**src/rtl/irqf_pkg.sv**
```systemverilog
package irqf_pkg;

    localparam int EN_W = 3;

    typedef enum logic {
        SEL_EN   = 1'b0,
        SEL_FLAG = 1'b1
    } sel_e;

    // bit 0: capture, bit 1: change-over, bit 2: low-supply
    typedef struct packed {
        logic low;
        logic chg;
        logic cap;
    } en_t;

    typedef struct packed {
        logic cap_any;
        logic chg;
        logic low;
    } src_t;

    function automatic int imax(input int a, input int b);
        return (a > b) ? a : b;
    endfunction

    function automatic en_t en_unpack(input logic [EN_W-1:0] w);
        en_t e;
        e.cap = w[0];
        e.chg = w[1];
        e.low = w[2];
        return e;
    endfunction

endpackage

```
**src/rtl/irqf_en_reg.sv**
```systemverilog
module irqf_en_reg
    import irqf_pkg::*;
(
    input  logic            clk,
    input  logic            rst,
    input  logic            wr_stb,
    input  logic [EN_W-1:0] wbits,
    output en_t             en
);

    en_t en_q;

    always_ff @(posedge clk) begin
        if (rst) begin
            en_q <= '0;
        end else if (wr_stb) begin
            en_q <= en_unpack(wbits);
        end
    end

    assign en = en_q;

endmodule

```
**src/rtl/irqf_flags.sv**
```systemverilog
module irqf_flags #(
    parameter int NUM_TS = 2
) (
    input  logic              clk,
    input  logic              rst,
    input  logic [NUM_TS-1:0] cap_evt,
    input  logic              chg_evt,
    input  logic              low_cond,
    input  logic              clr_stb,
    input  logic [NUM_TS:0]   keep,
    output logic [NUM_TS-1:0] cap_flags,
    output logic              chg_flag,
    output logic              low_flag
);

    for (genvar i = 0; i < NUM_TS; i++) begin : g_cap
        logic q;
        always_ff @(posedge clk) begin
            if (rst) begin
                q <= 1'b0;
            end else if (cap_evt[i]) begin
                q <= 1'b1;
            end else if (clr_stb && !keep[i]) begin
                q <= 1'b0;
            end
        end
        assign cap_flags[i] = q;
    end

    logic chg_q;
    always_ff @(posedge clk) begin
        if (rst) begin
            chg_q <= 1'b0;
        end else if (chg_evt) begin
            chg_q <= 1'b1;
        end else if (clr_stb && !keep[NUM_TS]) begin
            chg_q <= 1'b0;
        end
    end

    // read-only: tracks the condition, no write path
    logic low_q;
    always_ff @(posedge clk) begin
        if (rst) begin
            low_q <= 1'b0;
        end else begin
            low_q <= low_cond;
        end
    end

    assign chg_flag = chg_q;
    assign low_flag = low_q;

endmodule

```
**src/rtl/irqf_combine.sv**
```systemverilog
module irqf_combine
    import irqf_pkg::*;
#(
    parameter int NUM_TS = 2
) (
    input  logic [NUM_TS-1:0] cap_flags,
    input  logic              chg_flag,
    input  logic              low_flag,
    input  en_t               en,
    output logic              irq_n
);

    src_t src;

    always_comb begin
        src.cap_any = en.cap & (|cap_flags);
        src.chg     = en.chg & chg_flag;
        src.low     = en.low & low_flag;
        irq_n       = ~(|src);
    end

endmodule

```
**src/rtl/irqf_top.sv**
```systemverilog
module irqf_top
    import irqf_pkg::*;
#(
    parameter  int NUM_TS = 2,
    localparam int WR_W   = imax(EN_W, NUM_TS + 1),
    localparam int RD_W   = imax(EN_W, NUM_TS + 2)
) (
    input  logic              clk,
    input  logic              rst,
    input  logic [NUM_TS-1:0] cap_evt,
    input  logic              chg_evt,
    input  logic              low_cond,
    input  logic              wr_en,
    input  logic              sel,
    input  logic [WR_W-1:0]   wdata,
    output logic [RD_W-1:0]   rdata,
    output logic              irq_n
);

    en_t               en;
    logic [NUM_TS-1:0] cap_flags;
    logic              chg_flag;
    logic              low_flag;
    logic              en_wr;
    logic              flag_wr;

    assign en_wr   = wr_en && (sel == SEL_EN);
    assign flag_wr = wr_en && (sel == SEL_FLAG);

    irqf_en_reg u_en (
        .clk    (clk),
        .rst    (rst),
        .wr_stb (en_wr),
        .wbits  (wdata[EN_W-1:0]),
        .en     (en)
    );

    irqf_flags #(.NUM_TS(NUM_TS)) u_flags (
        .clk       (clk),
        .rst       (rst),
        .cap_evt   (cap_evt),
        .chg_evt   (chg_evt),
        .low_cond  (low_cond),
        .clr_stb   (flag_wr),
        .keep      (wdata[NUM_TS:0]),
        .cap_flags (cap_flags),
        .chg_flag  (chg_flag),
        .low_flag  (low_flag)
    );

    irqf_combine #(.NUM_TS(NUM_TS)) u_comb (
        .cap_flags (cap_flags),
        .chg_flag  (chg_flag),
        .low_flag  (low_flag),
        .en        (en),
        .irq_n     (irq_n)
    );

    always_comb begin
        if (sel == SEL_FLAG) begin
            rdata = RD_W'({low_flag, chg_flag, cap_flags});
        end else begin
            rdata = RD_W'({en.low, en.chg, en.cap});
        end
    end

endmodule

```
**config.mk**
```make
export PLATFORM = sky130hd
export DESIGN_NAME = irqf_top
export DESIGN_NICKNAME = d
export VERILOG_FILES = /design/src/rtl/irqf_pkg.sv /design/src/rtl/irqf_en_reg.sv /design/src/rtl/irqf_flags.sv /design/src/rtl/irqf_combine.sv /design/src/rtl/irqf_top.sv
export SDC_FILE = /design/constraint.sdc
export NUM_CORES = 1
export LEC_CHECK = 0
export BUFFER_PORTS_ARGS = -buffer_cell sky130_fd_sc_hd__clkbuf_2
export CAP_MARGIN = 20
export CORE_AREA = 2 2 39 41
export DETAILED_ROUTE_END_ITERATION = 10
export DIE_AREA = 0 0 41 43
export PLACE_DENSITY = 0.51
export SETUP_SLACK_MARGIN = 0.1
export SKIP_LAST_GASP = 1
export SYNTH_ARGS = -nofsm -noshare
export SYNTH_HDL_FRONTEND = slang
export SYNTH_SLANG_ARGS = --single-unit
```
**constraint.sdc**
```tcl
create_clock -name clk -period 2.3 [get_ports clk]
set_input_delay 0.46 -clock clk [delete_from_list [all_inputs] [get_ports clk]]
set_output_delay 0.46 -clock clk [all_outputs]
set_load 0.02 [all_outputs]
```
==> flow_metrics.tcl, run 1 <==
set metrics [dict create \
    status "complete, no violations" \
    postCtsResizedCells 0 \
    setup_viol 0 \
    pre_cts_ws_ps 666.0 \
    hold_start "low_cond" \
    fin_cells 68 \
    p_comb_frac 0.169 \
    core-area_um2 1384 \
    routed-wl-met2_um 325 \
    ir_drop_uv 251.7 \
    grt_pass1_wl_um 1228 \
    drt-met1-wl_um 359 \
    place_congestion 0.6310 \
    r2r_slack_ps 1580 \
    postRouteWirelength_um 749 \
    cap_viol_max_count 0 \
    cts_buffers 3 \
    wl_per_cell_um 11.01 \
    ctsRootBufferMaster "clkbuf_4" \
    synth_area_um2 355.3 \
    synth.avg_cell_area_um2 10.15 \
    critPathArrivalTime_ps 1210 \
    holdPathStages 2 \
    post_cts_buffers 0 \
    path_buf_inv 1 \
    synth_common_cells "dfxtp_1, nor2_1" \
    syn2layout_area_growth_pct 29.58 \
    num_rows 14 \
    first_global_vias 294 \
    initial_core_util 0.2568 \
    clock_latency_ps 250 \
    synthCells 35 \
    vias 323 \
    dp.cells 64 \
    period_minus_slack_ps 1670 \
    seqPwrFrac 0.446 \
    synth_flop_cell "dfxtp_1" \
    htreeDepth 1 \
    final.fill_count 155 \
    first_pass_iters 2 \
    nets 64 \
    holdBufCountCts 0 \
    viasPerCell 4.750 \
    fin_crit_sh 0.7262 \
    hold_viol_final 0 \
    ys_seq_area_frac 0.3944 \
    critPathKind "register to output port" \
    p_int_w 0.0002208 \
    yosysWarnings 0 \
    drtAntennaViolNets 0 \
    cts_buffer_depth 2 \
    drtIter0Drc 5 \
    finalInstanceArea_um2 460.4 \
    drc_errors 0 \
    die_y_um 43 \
    hold_class "input pin to register" \
    yosysTopAreaCellShare 0.3944 \
    met3WireLength_um 54 \
    synth_seq_cells 7 \
    worstPathRequired_ps 1840 \
    finClkSkew_ps 0 \
    n_antenna_cell 0 \
    die-area_um2 1763 \
    worstPathCellList "o21a_1, a221oi_1, clkbuf_2" \
    synth_edf_count 0 \
    crit_family "compound AO/OA/AOI/OAI gates" \
    place_area_um2 434.2 \
    reg2reg_depth 2 \
    yosysTopAreaCell "dfxtp_1" \
    gr-total-overflow 0 \
    holdPathEnd "u_flags.low_flag$_SDFF_PP0_" \
    rsz0062_at_grt "false" \
    clock_power_share 0.385 \
    synth_most_common_cell "dfxtp_1" \
    yosys-top-cells-area "dfxtp_1, mux2_4, nand4bb_1" \
    r2r-start "u_flags.chg_flag$_SDFFE_PP0P_" \
    highest_layer "met4" \
    r2r_end "u_flags.chg_flag$_SDFFE_PP0P_" \
    slew_headroom 0.8322 \
    dieWidth_um 41 \
    drive_gt1_frac 0.4231 \
    switchingPower_w 0.00008033 \
    pwr_density_cell_nw_per_um2 654.1 \
    fmax_ghz 0.5987 \
    grt_max_degree 12 \
    leakage_nw 0.2030 \
    track_usage 0.1088 \
    io_pins 16 \
    cts_tree "built" \
    start_kind "register" \
    end_kind "output port" \
    synth_cell_types 14 \
    antenna_found_initial 0 \
    syn-num-nets 46 \
    swShare 0.2667 \
    async_flop_share 0 \
    drv_slew 0 \
    numPortBuffers 15 \
    final.setup.tns_ps 0 \
    worst_slack_ps 629.8 \
    worst_pin_slew_ps 251.7 \
    cp_max_fo 3 \
    max_stage_delay_ps 320 \
    critPathSlowestCell "dfxtp_1" \
    cts_sinks 7 \
    cts.clk_slew.worst_paths_ps 60 \
]
-- registers in the layout, indices dropped and copies added, names as in the netlist --
signal,flops
u_flags.chg_flag,1
u_en.en,3
u_flags.g_cap.q,2
u_flags.low_flag,1
-- worst max path at each step --
stage | from | endpoint | slack, ps | cells past startpoint
after floorplan | u_flags.g_cap[0].q$_SDFFE_PP0P_ | irq_n | 810 | 2
after global placement | sel | rdata[1] | 670 | 3
after CTS | u_flags.g_cap[0].q$_SDFFE_PP0P_ | irq_n | 620 | 3
final | u_flags.g_cap[0].q$_SDFFE_PP0P_ | irq_n | 630 | 3
after detailed placement | sel | rdata[1] | 670 | 3
after global routing | u_flags.g_cap[0].q$_SDFFE_PP0P_ | irq_n | 570 | 3
-- cells in the final DEF, fill, tap and decap left out, drive strengths merged --
cell,Yosys,final
a221oi,1,1
a311oi,3,3
and2,1,1
clkbuf,1,19
dfxtp,7,7
mux2,3,3
nand2b,3,3
nand4bb,3,3
nor2,6,6
nor2b,2,2
o21a,1,1
o21ai,3,3
-- worst reg2reg max path: cells and delay by family, from the launching register on --
family,cells,cell delay [ps]
AND/OR/NAND/NOR,1,60
AO/OA/AOI/OAI,1,220
flip-flops,1,360
-- power groups by stage --
| stage | sequential (W) | clock, W | combinational [W] |
|---|---|---|---|
| 2_1_floorplan | 0.000136 | 0 | 0.0000347 |
| 3_3_place_gp | 0.000137 | 0 | 0.0000513 |
| 3_5_place_dp | 0.000137 | 0 | 0.0000513 |
| 4_1_cts | 0.000135 | 0.000121 | 0.0000514 |
| 5_1_grt | 0.000136 | 0.000125 | 0.0000562 |
| 6_report | 0.000134 | 0.000116 | 0.0000508 |
-- final cells by class --
| class | instances | area [um^2] | area share |
|---|---|---|---|
| Tap cell | 16 | 20.02 | 0.04348 |
| Timing Repair Buffer | 15 | 75.07 | 0.1630 |
| Sequential cell | 7 | 140.1 | 0.3043 |
| Multi-Input combinational cell | 26 | 198.9 | 0.4321 |
| Clock buffer | 4 | 26.28 | 0.05707 |
-- kinds of logic (layout without fill, tap and decap cells) --
logic type / Yosys count / count (layout) / synth area share
AO/OA/AOI/OAI: 8 / 8 / 0.1620
AND/OR/NAND/NOR: 15 / 15 / 0.2711
flip-flops: 7 / 7 / 0.3944
buffers and inverters: 2 / 19 / 0.04576
multiplexers: 3 / 3 / 0.1268
-- layer usage --
layer | up-vias | GRT usage
met5 | - | 0
met4 | 0 | 0.08000
met1 | 148 | 0.1331
li1 | 162 | -
met2 | 11 | 0.1344
met3 | 2 | 0.06283
-- stage by stage --
| step | total power [W] | hold WS (ps) | util |
|---|---|---|---|
| 2_1_floorplan | 0.0001702 | 454.2 | - |
| 3_3_place_gp | 0.0001885 | 470.2 | 0.3137 |
| 3_5_place_dp | 0.0001885 | 473.2 | 0.3137 |
| 4_1_cts | 0.0003067 | 412.1 | 0.3327 |
| 5_1_grt | 0.0003171 | 443.2 | 0.3327 |
| 6_report | 0.0003012 | 418.8 | 0.3327 |
No activity file was read; power rests on OpenSTA's default activity.
==> inputs of run 2 (changes only) <==
PLACE_DENSITY = 0.53   (was 0.51)
clock period = 1.4 ns   (was 2.3 ns; I/O delays follow)
==> run 2 against run 1 <==
Sequential share of layout area is 1.4 points lower. Final cell count is 1.5% higher. Register-to-register slack worse by 990 ps. Critical endpoint unchanged. Worst setup slack worse by 610 ps.
==> flow_metrics.tcl, run 2 (synthesis results as in run 1) <==
set metrics [dict create \
    drc_errors 0 \
    vias 319 \
    die-area_um2 1763 \
    core-area_um2 1384 \
    clock_latency_ps 250 \
    initial_core_util 0.2568 \
    cts_sinks 7 \
    period_minus_slack_ps 1377 \
    n_antenna_cell 0 \
    postRouteWirelength_um 736 \
    gr-total-overflow 0 \
    io_pins 16 \
    finalInstanceArea_um2 500.5 \
    holdBufCountCts 0 \
    pwr_density_cell_nw_per_um2 1007 \
    final_common_cell "clkbuf_2" \
    cts_buffer_depth 2 \
    critPathKind "register to output port" \
    dp.cells 64 \
    cap_viol_max_count 0 \
    wl_per_cell_um 10.67 \
    rsz0062_at_grt "true" \
    leakage_nw 0.2174 \
    dieWidth_um 41 \
    cts_tree "built" \
    final_cell_mix "clkbuf_2, nor2_1, dfxtp_2" \
    drtIter0Drc 2 \
    final_util 0.3617 \
    hold_class "input pin to register" \
    first_global_vias 321 \
    cp_max_fo 2 \
    grt_pass1_wl_um 1283 \
    r2r_slack_ps 590 \
    first_pass_iters 2 \
    viasPerCell 4.623 \
    setup_viol 0 \
    nets 65 \
    critPathArrivalTime_ps 1100 \
    fin_crit_sh 0.9834 \
    drive_gt1_frac 0.5283 \
    finClkSkew_ps 0 \
    drv_slew 0 \
    cts.clk_slew.worst_paths_ps 50 \
    syn2layout_area_growth_pct 40.84 \
    fmax_ghz 0.7264 \
    finalPower_w 0.0005039 \
    die_y_um 43 \
    status "complete, no violations" \
    place_congestion 0.6364 \
    antenna_found_initial 0 \
    end_kind "output port" \
    hold_viol_final 0 \
    htreeDepth 1 \
    worst_pin_slew_ps 238.7 \
    slew_headroom 0.8409 \
    numPortBuffers 15 \
    ir_drop_uv 377.4 \
    ctsRootBufferMaster "clkbuf_4" \
    fin_cells 69 \
    largest_reg_flops 3 \
    num_rows 14 \
    hpwlAfterDp_um 558.1 \
    grt_max_degree 12 \
    drtAntennaViolNets 0 \
    track_usage 0.1137 \
    cts_buffers 3 \
    start_kind "register" \
    worstPathRequired_ps 1120 \
    place_area_um2 440.4 \
]
[run 2: cell count changes in the layout (fill, tap and decap cells not counted)]
cell	before	now
dfxtp_2	0	4
a221oi_2	0	1
buf_6	0	3
dfxtp_1	7	3
a221oi_1	1	0
buf_4	0	2
clkbuf_2	15	11
[run 2: layout make-up]
type                    instances  area, um^2
flip-flops and latches          7       145.1
clock buffers                   4       26.28
well taps                      16       20.02
repair buffers                 16       103.9
fillers                       144       883.3
multi-input cells              26       205.2
[run 2: metrics by stage]
stage	setup WS, ps	hold slack, ps	TNS, ps
3_3_place_gp	141.2	482.2	0
4_1_cts	-10.61	245.9	-10.61
5_1_grt	-36.15	238.8	-36.15
2_1_floorplan	285.7	388.7	0
6_report	23.28	250.2	0
3_5_place_dp	134.4	489.6	0
[run 2: path summary, 6_finish.rpt]
check | startpoint | end | depth (start not counted)
setup / recovery | u_flags.g_cap[1].q$_SDFFE_PP0P_ | irq_n | 3
hold / removal | low_cond | u_flags.low_flag$_SDFF_PP0_ | 2
setup reg to reg | u_flags.g_cap[1].q$_SDFFE_PP0P_ | u_flags.g_cap[1].q$_SDFFE_PP0P_ | 3
hold reg to reg | u_en.en[0]$_SDFFE_PP0P_ | u_en.en[0]$_SDFFE_PP0P_ | 2
[run 2: report_power, final]
part	switching (W)	internal (W)	total, W
Combinational	0.0000448	0.0000542	0.0000990
Clock	0.0000731	0.000109	0.000182
Sequential	0.00000957	0.000214	0.000223
Total	0.000127	0.000376	0.000504
[run 2: repair_timing]
action | in CTS | in global routing
setup buffers | 1 | 0
endpoints found under the setup margin | 1 | 4
pin swaps | 1 | 0
resized for setup | 3 | 12
[run 2: critical path: stages (launching register included)]
cell,delay [ps]
dfxtp_2,310
o21a_1,190
a221oi_2,170
buf_4,180
[run 2: per-layer routing]
layer | part of all wire | GRT usage
met1 | 0.48 | 0.1262
met2 | 0.45 | 0.1563
met3 | 0.035 | 0.04712
met4 | 0.029 | 0.1000
met5 | 0 | 0
==> inputs of run 3 (changes only) <==
CELL_PAD_IN_SITES_DETAIL_PLACEMENT = 2   (was default)
CELL_PAD_IN_SITES_GLOBAL_PLACEMENT = 2   (was default)
CORE_AREA = default   (was 2 2 39 41)
CORE_UTILIZATION = 22   (was default)
DIE_AREA = default   (was 0 0 41 43)
PLACE_DENSITY = 0.68   (was 0.53)
SKIP_LAST_GASP = default   (was 1)
SYNTH_HIERARCHICAL = 1   (was default)
==> run 3 against run 2 <==
Design area down 2.0%. Clock skew is the same. Final cell count down 4.3%. Count of clock-buffer cells in the layout is the same. Combinational power shrank 5.5%. Routed wire length rose by 8.7%. Hold slack worse by 6.4 ps. Synthesized cell count fell by 5.7%. Sequential share of layout area increased by 0.59 points. Register-to-register slack better by 180 ps. First-iteration DRC count shrank 100%. Largest power group unchanged.
==> flow_metrics.tcl, run 3 <==
set metrics [dict create \
    status "complete, no violations" \
    critPathKind "register to output port" \
    ys_seq_area_frac 0.3875 \
    yosys-top-cells-area "dfxtp_1, nor3b_2, mux2_2" \
    cts_buffers 3 \
    nets 62 \
    drc_errors 0 \
    period_minus_slack_ps 1372 \
    cts_tree "built" \
    hold_class "input pin to register" \
    yosysTopAreaCell "dfxtp_1" \
    viasPerCell 4.424 \
    switchingPower_w 0.0001263 \
    io_pins 16 \
    num_rows 14 \
    first_global_vias 324 \
    final_cell_mix "clkbuf_2, nor2_1, dfxtp_2" \
    worstPathRequired_ps 1120 \
    cts_sinks 7 \
    ir_drop_uv 435.9 \
    drv_slew 0 \
    synth_common_cells "dfxtp_1, nor2_1" \
    cts.clk_slew.worst_paths_ps 50 \
    synth_area_um2 361.6 \
    synth_most_common_cell "dfxtp_1" \
    synth_cell_types 12 \
    postRouteWirelength_um 800 \
    drive_gt1_frac 0.7000 \
    async_flop_share 0 \
    yosysTopAreaCellShare 0.3875 \
    p_comb_frac 0.188 \
    initial_core_util 0.2373 \
    critPathArrivalTime_ps 1090 \
    clock_power_share 0.361 \
    drtIter0Drc 0 \
    die-area_um2 1810 \
    max_stage_delay_ps 320 \
    seqPwrFrac 0.451 \
    worst_pin_slew_ps 187.6 \
    worstPathCellList "o21a_1, a221oi_2, buf_4" \
    core-area_um2 1524 \
    n_antenna_cell 0 \
    place_congestion 0.6337 \
    htreeDepth 1 \
    synth_flop_cell "dfxtp_1" \
    die_y_um 42.54 \
    track_usage 0.1143 \
    fin_crit_sh 0.9799 \
    largest_reg_flops 3 \
    synth_seq_cells 7 \
    grt_pass1_wl_um 1476 \
    dieWidth_um 42.54 \
    fmax_ghz 0.7290 \
    finClkSkew_ps 0 \
    drtAntennaViolNets 0 \
    rsz0062_at_grt "true" \
    syn-num-nets 44 \
    p_int_w 0.0003714 \
    cts_buffer_depth 2 \
    gr-total-overflow 0 \
    vias 292 \
    synth_edf_count 0 \
    final_common_cell "clkbuf_2" \
    hold_viol_final 0 \
    critPathSlowestCell "dfxtp_2" \
    syn2layout_area_growth_pct 35.64 \
    leakage_nw 0.2151 \
    start_kind "register" \
    clock_latency_ps 250 \
    place_area_um2 441.7 \
    setup_viol 0 \
    cp_max_fo 3 \
    swShare 0.2537 \
    antenna_found_initial 0 \
    synthCells 33 \
    synth.avg_cell_area_um2 10.96 \
    yosysWarnings 6 \
    end_kind "output port" \
    grt_max_degree 8 \
    wl_per_cell_um 12.12 \
    slew_headroom 0.8749 \
    finalPower_w 0.0004976 \
    finalInstanceArea_um2 490.5 \
    ctsRootBufferMaster "clkbuf_4" \
    post_cts_buffers 0 \
    numPortBuffers 15 \
    cap_viol_max_count 0 \
    pwr_density_cell_nw_per_um2 1015 \
    first_pass_iters 1 \
]
run 3: cell count changes in the layout (fill, tap and decap cells not counted), sizes merged, moves of 3 or more:
cell	before	now
nor3	0	3
nor3b	0	3
mux2i	0	3
o21ai	3	0
nand2b	3	0
a311oi	3	0
nand4bb	3	0
run 3: worst max-delay path, delay by kind of cell (launching register included):
kind | cells | cell delay [ps]
buffers and inverters | 1 | 180
DFF | 1 | 320
AOI/OAI and AO/OA | 2 | 350
run 3: layer usage:
layer  vias up  routed length (um)  GRT usage
met5         -                   0          0
met1       131                 374     0.1440
met2        13                 359     0.1723
met4         0                   6    0.05625
li1        146                   -          -
met3         2                  60    0.03879
run 3: logic make-up (layout without fill, tap and decap cells):
group                  after synthesis  after routing  share of synthesized area
and+or+nand+nor                     16             16                     0.3322
DFF                                  7              7                     0.3875
muxes                                6              6                     0.1765
AOI/OAI and AO/OA                    2              2                    0.06228
buffers and inverters                2             19                    0.04151
run 3: area by class of cell:
cell class | count | area (um^2)
fillers | 170 | 1033
multi-input cells | 24 | 206.4
flip-flops and latches | 7 | 145.1
repair buffers | 15 | 92.59
clock buffers | 4 | 26.28
well taps | 16 | 20.02
run 3: power by group through the flow:
stage / logic [W] / clock network, W / registers, W
floorplan: 0.0000559 / 0 / 0.000223
global placement: 0.0000853 / 0 / 0.000226
detailed placement: 0.0000865 / 0 / 0.000227
CTS: 0.0000878 / 0.000192 / 0.000223
global route: 0.000104 / 0.000206 / 0.000226
finish: 0.0000936 / 0.000180 / 0.000224
run 3: worst paths after layout:
check                                                      from                     endpoint  slack, ps  depth (start not counted)
worst max-delay path            u_flags/g_cap[1].q$_SDFFE_PP0P_                        irq_n         30                          3
worst min-delay path                                   low_cond  u_flags/low_flag$_SDFF_PP0_        240                          2
worst min register to register          u_en/en[1]$_SDFFE_PP0P_      u_en/en[1]$_SDFFE_PP0P_        520                          2
worst max register to register          u_en/en[0]$_SDFFE_PP0P_      u_en/en[0]$_SDFFE_PP0P_        770                          2
run 3: repair_timing:
action	CTS	global route
setup endpoints to repair	1	4
resized for setup	2	12
hold buffers	0	0
run 3: metrics by stage:
step                      hold slack, ps  setup WS [ps]  std cells  utilization  TNS (ps)
after floorplan                    349.7          179.3         33            -         0
after global placement             490.8          194.2         62       0.2898         0
after detailed placement           502.6          194.3         62       0.2898         0
after CTS                          237.8         -9.323         66       0.3095    -9.323
after global routing               257.1         -17.85         66       0.3218    -17.85
final                              243.9          28.19         66       0.3218         0
